<file path="config.mk">
export PLATFORM = sky130hd
export DESIGN_NAME = us_tick_gen
export DESIGN_NICKNAME = d
export VERILOG_FILES = /design/src/rtl/us_tick_pkg.sv /design/src/rtl/us_ratio_accum.sv /design/src/rtl/us_counter.sv /design/src/rtl/us_tick_regs.sv /design/src/rtl/us_tick_gen.sv
export SDC_FILE = /design/constraint.sdc
export NUM_CORES = 1
export LEC_CHECK = 0
export BUFFER_PORTS_ARGS = -buffer_cell sky130_fd_sc_hd__buf_2
export CORE_ASPECT_RATIO = 1.75
export CORE_MARGIN = 1.5
export CORE_UTILIZATION = 45
export DETAILED_ROUTE_END_ITERATION = 6
export PLACE_DENSITY = 0.77
export SKIP_CTS_REPAIR_TIMING = 1
export SYNTH_ARGS = -nofsm -noshare
export SYNTH_HDL_FRONTEND = slang
export SYNTH_SLANG_ARGS = --single-unit
</file>
<file path="constraint.sdc">
create_clock -name clk_i -period 6.8 [get_ports clk_i]
set_input_delay 2.04 -clock clk_i [delete_from_list [all_inputs] [get_ports clk_i]]
set_output_delay 2.04 -clock clk_i [all_outputs]
set_load 0.02 [all_outputs]
</file>
<file path="src/rtl/us_tick_pkg.sv">
package us_tick_pkg;
  localparam int unsigned ADDR_W = 8;
  localparam logic [ADDR_W-1:0] CNT_ADDR = 8'h10;
  localparam logic [ADDR_W-1:0] CFG_ADDR = 8'h14;
  localparam logic [ADDR_W-1:0] HOLD_ADDR = 8'h4C;

  typedef struct packed {
    logic [7:0] hi;  // ticks per window minus one
    logic [7:0] lo;  // clocks per window minus one
  } ratio_cfg_t;
endpackage

</file>
<file path="src/rtl/us_ratio_accum.sv">
module us_ratio_accum
  import us_tick_pkg::*;
#(
  parameter int unsigned FW = 8
) (
  input  logic       clk_i,
  input  logic       rst_ni,
  input  ratio_cfg_t cfg_i,
  input  logic       restart_i,
  output logic       tick_o
);
  localparam int unsigned AW = FW + 2;

  logic [AW-1:0] acc_q, num, den, sum, rem, acc_d;
  logic          hit;

  assign num = {2'b00, cfg_i.hi} + AW'(1);
  assign den = {2'b00, cfg_i.lo} + AW'(1);
  assign sum = acc_q + num;
  assign hit = (sum >= den);
  assign rem = sum - den;

  // bound the accumulator when the multiplier exceeds the divisor
  always_comb begin
    if (!hit)            acc_d = sum;
    else if (rem >= den) acc_d = '0;
    else                 acc_d = rem;
  end

  always_ff @(posedge clk_i or negedge rst_ni) begin
    if (!rst_ni) begin
      acc_q  <= '0;
      tick_o <= 1'b0;
    end else if (restart_i) begin
      acc_q  <= '0;
      tick_o <= 1'b0;
    end else begin
      acc_q  <= acc_d;
      tick_o <= hit;
    end
  end

  assert_restart_quiet_R4: assert property (@(posedge clk_i) disable iff (!rst_ni)
    restart_i |=> (!tick_o && acc_q == '0));

  assert_acc_bound_R2: assert property (@(posedge clk_i) disable iff (!rst_ni)
    acc_q < den);

  assert_dense_ratio_R3: assert property (@(posedge clk_i) disable iff (!rst_ni)
    (!restart_i && cfg_i.hi >= cfg_i.lo) |=> tick_o);
endmodule

</file>
<file path="src/rtl/us_counter.sv">
module us_counter #(
  parameter int unsigned CW = 32
) (
  input  logic          clk_i,
  input  logic          rst_ni,
  input  logic          tick_i,
  input  logic          hold_i,
  input  logic          load_i,
  input  logic [CW-1:0] load_val_i,
  output logic [CW-1:0] cnt_o
);
  always_ff @(posedge clk_i or negedge rst_ni) begin
    if (!rst_ni)                cnt_o <= '0;
    else if (load_i)            cnt_o <= load_val_i;
    else if (tick_i && !hold_i) cnt_o <= cnt_o + CW'(1);
  end

  assert_count_step_R5: assert property (@(posedge clk_i) disable iff (!rst_ni)
    (tick_i && !hold_i && !load_i) |=> cnt_o == $past(cnt_o) + CW'(1));

  assert_hold_stable_R6: assert property (@(posedge clk_i) disable iff (!rst_ni)
    (hold_i && !load_i) |=> $stable(cnt_o));

  assert_load_wins_R8: assert property (@(posedge clk_i) disable iff (!rst_ni)
    load_i |=> cnt_o == $past(load_val_i));
endmodule

</file>
<file path="src/rtl/us_tick_regs.sv">
module us_tick_regs
  import us_tick_pkg::*;
#(
  parameter int unsigned    DW        = 32,
  parameter logic [15:0]    RESET_CFG = 16'h000B
) (
  input  logic              clk_i,
  input  logic              rst_ni,
  input  logic              wr_en_i,
  input  logic [ADDR_W-1:0] addr_i,
  input  logic [DW-1:0]     wdata_i,
  input  logic [DW-1:0]     cnt_i,
  output ratio_cfg_t        cfg_o,
  output logic              cfg_wr_o,
  output logic              cnt_wr_o,
  output logic              hold_o,
  output logic [DW-1:0]     rdata_o
);
  localparam int unsigned CFG_W = $bits(ratio_cfg_t);

  logic hold_wr;

  assign cfg_wr_o = wr_en_i && (addr_i == CFG_ADDR);
  assign cnt_wr_o = wr_en_i && (addr_i == CNT_ADDR);
  assign hold_wr  = wr_en_i && (addr_i == HOLD_ADDR);

  always_ff @(posedge clk_i or negedge rst_ni) begin
    if (!rst_ni) begin
      cfg_o  <= ratio_cfg_t'(RESET_CFG);
      hold_o <= 1'b0;
    end else begin
      if (cfg_wr_o) cfg_o  <= ratio_cfg_t'(wdata_i[CFG_W-1:0]);
      if (hold_wr)  hold_o <= wdata_i[0];
    end
  end

  always_comb begin
    unique case (addr_i)
      CNT_ADDR:  rdata_o = cnt_i;
      CFG_ADDR:  rdata_o = DW'(cfg_o);
      HOLD_ADDR: rdata_o = DW'(hold_o);
      default:   rdata_o = '0;
    endcase
  end

  assert_cfg_write_R9: assert property (@(posedge clk_i) disable iff (!rst_ni)
    cfg_wr_o |=> cfg_o == $past(wdata_i[CFG_W-1:0]));

  assert_cfg_keep_R9: assert property (@(posedge clk_i) disable iff (!rst_ni)
    !cfg_wr_o |=> $stable(cfg_o));
endmodule

</file>
<file path="src/rtl/us_tick_gen.sv">
module us_tick_gen
  import us_tick_pkg::*;
#(
  parameter int unsigned FW        = 8,
  parameter int unsigned CW        = 32,
  parameter logic [15:0] RESET_CFG = 16'h000B
) (
  input  logic              clk_i,
  input  logic              rst_ni,
  input  logic              wr_en_i,
  input  logic [ADDR_W-1:0] addr_i,
  input  logic [CW-1:0]     wdata_i,
  output logic [CW-1:0]     rdata_o,
  output logic              tick_o
);
  ratio_cfg_t    cfg;
  logic          cfg_wr, cnt_wr, hold;
  logic [CW-1:0] cnt;

  us_tick_regs #(.DW(CW), .RESET_CFG(RESET_CFG)) u_regs (
    .clk_i, .rst_ni, .wr_en_i, .addr_i, .wdata_i,
    .cnt_i(cnt), .cfg_o(cfg), .cfg_wr_o(cfg_wr), .cnt_wr_o(cnt_wr),
    .hold_o(hold), .rdata_o
  );

  us_ratio_accum #(.FW(FW)) u_accum (
    .clk_i, .rst_ni, .cfg_i(cfg), .restart_i(cfg_wr), .tick_o
  );

  us_counter #(.CW(CW)) u_cnt (
    .clk_i, .rst_ni, .tick_i(tick_o), .hold_i(hold),
    .load_i(cnt_wr), .load_val_i(wdata_i), .cnt_o(cnt)
  );

  assert_tick_after_write_R4: assert property (@(posedge clk_i) disable iff (!rst_ni)
    (wr_en_i && addr_i == CFG_ADDR) |=> !tick_o);
endmodule

</file>
# Word level (Yosys, flattened, before mapping)
# Cells that the tools add are included.
[totals]
regBits = 60
inputBits = 43
word_cells = 29
[op_classes]
reduce_logical = 6
n_eq_ne = 3
muxes = 7
order_cmp = 2
n_addsub = 5
[ops]
columns = ["op", "n"]
rows = [
  ["32-bit case mux with 3 select lines", 1],
  ["32-bit 2-to-1 mux", 2],
  ["32-bit by 1-bit adder with 32-bit output (second input constant)", 1],
  ["10-bit 2-to-1 mux", 3],
  ["10-bit >= comparator", 2],
  ["8-bit by 1-bit adder with 9-bit output (second input constant)", 2],
  ["8-bit by 5-bit == test with 1-bit output (second input constant)", 2],
  ["10-bit adder", 1],
  ["10-bit subtractor", 1],
  ["8-bit by 7-bit == test with 1-bit output (second input constant)", 1],
  ["1-bit logical AND", 4],
  ["2-bit nonzero test", 1],
  ["1-bit logical NOT", 1],
  ["1-bit 2-to-1 mux", 1],
]

# Longest topological paths before layout
[depth]
depth_word = 7
mapped_depth = 21

# Hierarchy
# From an unflattened synthesis, not the netlist that was laid out.
[unflattened]
cells_unflattened = 484
hier_area_um2 = 4554.4
[by_module_without_submodules]
columns = ["mod", "seq_area_each_um2", "instances", "area_each_um2", "cells_each"]
rows = [
  ["us_counter", 800.8, 1, 1871.8, 211],
  ["us_ratio_accum", 275.3, 1, 1630.3, 190],
  ["us_tick_regs", 429.2, 1, 1052.3, 83],
]

# Worst setup path after synthesis
# OpenSTA, ideal clock, no wires.
[synth_timing]
kind = "in2out"
startpoint = "input port addr_i[7]"
endpoint = "output port rdata_o[12]"
arrival_ns = 3.156
stages = 5
required_ns = 4.760
n_path_buf = 1
path_slack_ns = 1.604
path_cell_list = "nor2_1 > nand3_1 > nor2_2 > clkbuf_1 > a22o_1"
[synth_via]
elab_chain_len = 2
word_cells_on_any_way = 4
classes_between = "eq/ne (3); mux (1)"
[synth_rtl]
columns = ["element", "line_no", "text"]
rows = [
  ["from (decl)", "us_tick_gen.sv:11", "input logic [ADDR_W-1:0] addr_i,"],
  ["8-bit by 7-bit == test with 1-bit output / 8-bit by 5-bit == test with 1-bit output (equally long branches)", "us_tick_regs.sv:38", "unique case (addr_i)"],
  ["32-bit case mux with 3 select lines (*)", "us_tick_regs.sv:38", ""],
  ["to (decl)", "us_tick_gen.sv:13", "output logic [CW-1:0] rdata_o,"],
]
# Every way passes the cells marked *; elsewhere a longest branch is shown, timed or not.

# Worst setup path in the final report
[layout_timing]
startpoint = "input port addr_i[7]"
endpoint = "output port rdata_o[0]"
# Same word-level chain as after synthesis.

==> reports/qor.yml <==
timing:
  drv_slew: 0
  relSlewSlack: 0.311
  clock_skew_ns: 0.00864
  setup_viol: 0
  rsz0062_at_grt: "false"
  period_share: 0.825
  final.setup.tns_ns: 0
  finalHoldViolCount: 0
  fmax_ghz: 0.178
  worst_pin_slew_ns: 1.03
  fin_ws_ns: 1.19
  fin_crit_ns: 5.61
synth:
  syn_area_um2: 4390
  yosys-top-cells-area: "dfrtp_1 (32%), ha_1 (8.8%), nand2_1 (6.0%)"
  yosysTopAreaCellShare: 0.325
  synth_fa_ha_area_frac: 0.0974
  yosysSeqAreaShare: 0.343
  synthMuxAreaShare: 0.0379
  syn_nets: 566
  synth_area_leader_cell: "dfrtp_1"
  async_reset_ff_frac: 1.00
  ys.flop_type: "dfrtp_1"
  synth_commonest_cells: "nand2_1 (70), dfrtp_1 (57), o21ai_0 (33)"
  ys_types: 59
  synth_simple_gate_area_share: 0.216
  ys_seq_elements: 60
  synth-edff-count: 0
  yosysWarningCount: 0
  synth-xor-area-share: 0.114
  synth_most_common_cell: "nand2_1"
  syn_inst: 490
  avgSynthCellArea_um2: 8.96
  synth_top_family_by_area: "simple AND/OR/NAND/NOR gates"
  synth_compound_area_frac: 0.160
worst_setup_path:
  cp_cell_sequence: "buf_2 > nor2_1 > nand3_1 > nor2_2 > a22oi_1 > nand2_1 > buf_2"
  slowest_delay_ns: 0.66
  path_max_fanout: 18
  rrSetupSlack_ns: 1.83
  cp-startpoint: "addr_i[7]"
  crit_slowest_cell: "nor2_2"
  r2r_cells: 21
  cpMostUsedCell: "buf_2"
  path_class: "input port to primary output"
  rr_endpoint: "u_accum.acc_q[2]"
  critPathCaptureType: "primary output"
  timing.rr.start: "u_regs.cfg_o[10]"
  crit_path_end: "rdata_o[0]"
  required_ns: 4.76
  cp_data_arrival_time_ns: 3.57
  startpoint_type: "input port"
global_route:
  grt_max_degree: 65
  grt-ovfl-total: 0
  grtUsageTotal: 0.231
  grt_pass1_vias: 4082
  grt_pass1_wl_mm: 18.8
  antenna_found_initial: 0
routing:
  vias: 3902
  via_per_inst: 5.69
  drt_wl_total_mm: 11.4
  ant_nets: 0
  drc: 0
  dr.pass1.iters: 4
  drtIter0Drc: 206
  wl_per_cell_um: 16.6
clock_network:
  root_buffer: "clkbuf_16"
  clock_latency_ns: 0.33
  cts_buffers: 9
  cts_tree: "yes"
  cts.sinks: 60
  htreeDepth: 3
  cts_buffer_depth: 2
  clk_pin_slew_ns: 0.05
pwr:
  powerDensity_nw_per_um2: 305
  power_w: 0.00157
  p_leak_nw: 2.37
  ir_drop_mv: 0.158
run:
  max_cap_viol_count: 0
floorplan:
  dieArea_um2: 10400
  fp.coreArea_um2: 9470
  die_w_um: 77.7
  io_pins: 76
  start_util: 0.464
  die_h_um: 134
  rows: 47
layout:
  antenna_cells: 0
  fill_cells: 853
  multiInputGateArea_um2: 2750
  ff_latch_area_um2: 1510
  area_delta_synth_final_pct: 17.2
  layout-drive-gt1-share: 0.220
  nets: 635
placement:
  post-place-ws_ns: 1.17
  hpwl_mm: 8.91
  port-buffer-count: 75
  gp_congestion: 0.967
worst_hold_path:
  holdCritPathClass: "flip-flop to flip-flop"
run_status:
  status: "complete, no violations"
[final cells by class]
type | count | share of cell area
multi-input combinational | 400 | 0.535
sequential | 60 | 0.293
timing repair buffer | 77 | 0.0759
clock buffer | 12 | 0.0499
tap | 122 | 0.0297
clock inverter | 4 | 0.00924
inverter | 11 | 0.00803
[layer usage]
metal / part of all wire / GRT usage / routed length, um
met1: 0.35 / 0.214 / 3990
met2: 0.57 / 0.452 / 6490
met3: 0.036 / 0.0390 / 406
met4: 0.044 / 0.136 / 500
met5: 0 / 0 / 0
[how the worst min path moves through the flow]
stage,endpoint,depth (start not counted),from
floorplan,u_regs.hold_o,1,u_regs.hold_o
global placement,u_regs.hold_o,1,u_regs.hold_o
detailed placement,u_regs.hold_o,1,u_regs.hold_o
CTS,u_regs.hold_o,1,u_regs.hold_o
global route,u_regs.hold_o,1,u_regs.hold_o
finish,u_regs.hold_o,1,u_regs.hold_o
[cell usage in the layout (no fill, tap or decap), types with 3 or more instances in the layout]
cell type,n
buf_2,75
nand2_1,70
dfrtp_1,57
o21ai_0,33
nand3_1,32
ha_1,31
xor2_1,30
xnor2_1,27
and2_1,23
nor2_1,19
a21oi_1,15
a22o_1,15
o21ai_1,15
mux2_2,13
inv_1,11
clkbuf_16,9
nand4_1,8
o211ai_1,6
and4_1,6
nor2_2,4
a21o_1,4
and3_1,4
a31oi_1,3
dfstp_2,3
[cells by family after synthesis]
kind of cell / after synthesis
adder cells (fa/ha/maj): 33
other: 1
AND/OR/NAND/NOR: 184
XOR/XNOR: 57
buffers and inverters: 30
flip-flops: 60
AO/OA/AOI/OAI: 110
multiplexers: 15
[stage by stage]
stage / cell area (um^2) / instances / utilization / hold slack [ns]
after detailed placement: 4840 / 670 / 0.511 / 0.529
final: 5140 / 686 / 0.543 / 0.540
after global placement: 4840 / 670 / 0.511 / 0.524
after floorplan: 4390 / 490 / - / 0.504
after global routing: 5140 / 686 / 0.543 / 0.556
after CTS: 5140 / 686 / 0.543 / 0.540
[flip-flops by register name (all words and copies together) (netlist names)]
| register | cells |
|---|---|
| u_regs.cfg_o | 16 |
| u_cnt.cnt_o | 32 |
| u_accum.tick_o | 1 |
| u_regs.hold_o | 1 |
| u_accum.acc_q | 10 |
[power by group]
part	internal, W	switching (W)	leakage [nW]
registers	0.000415	0.0000638	0.780
clock network	0.000302	0.000156	0.149
logic	0.000276	0.000354	1.45
[critical path: cells and delay by family]
family | cells | cell delay (ns)
AOI/OAI and AO/OA | 1 | 0.20
buffers and inverters | 2 | 0.26
and+or+nand+nor | 4 | 1.06
Power figures use the tool's default switching activity.
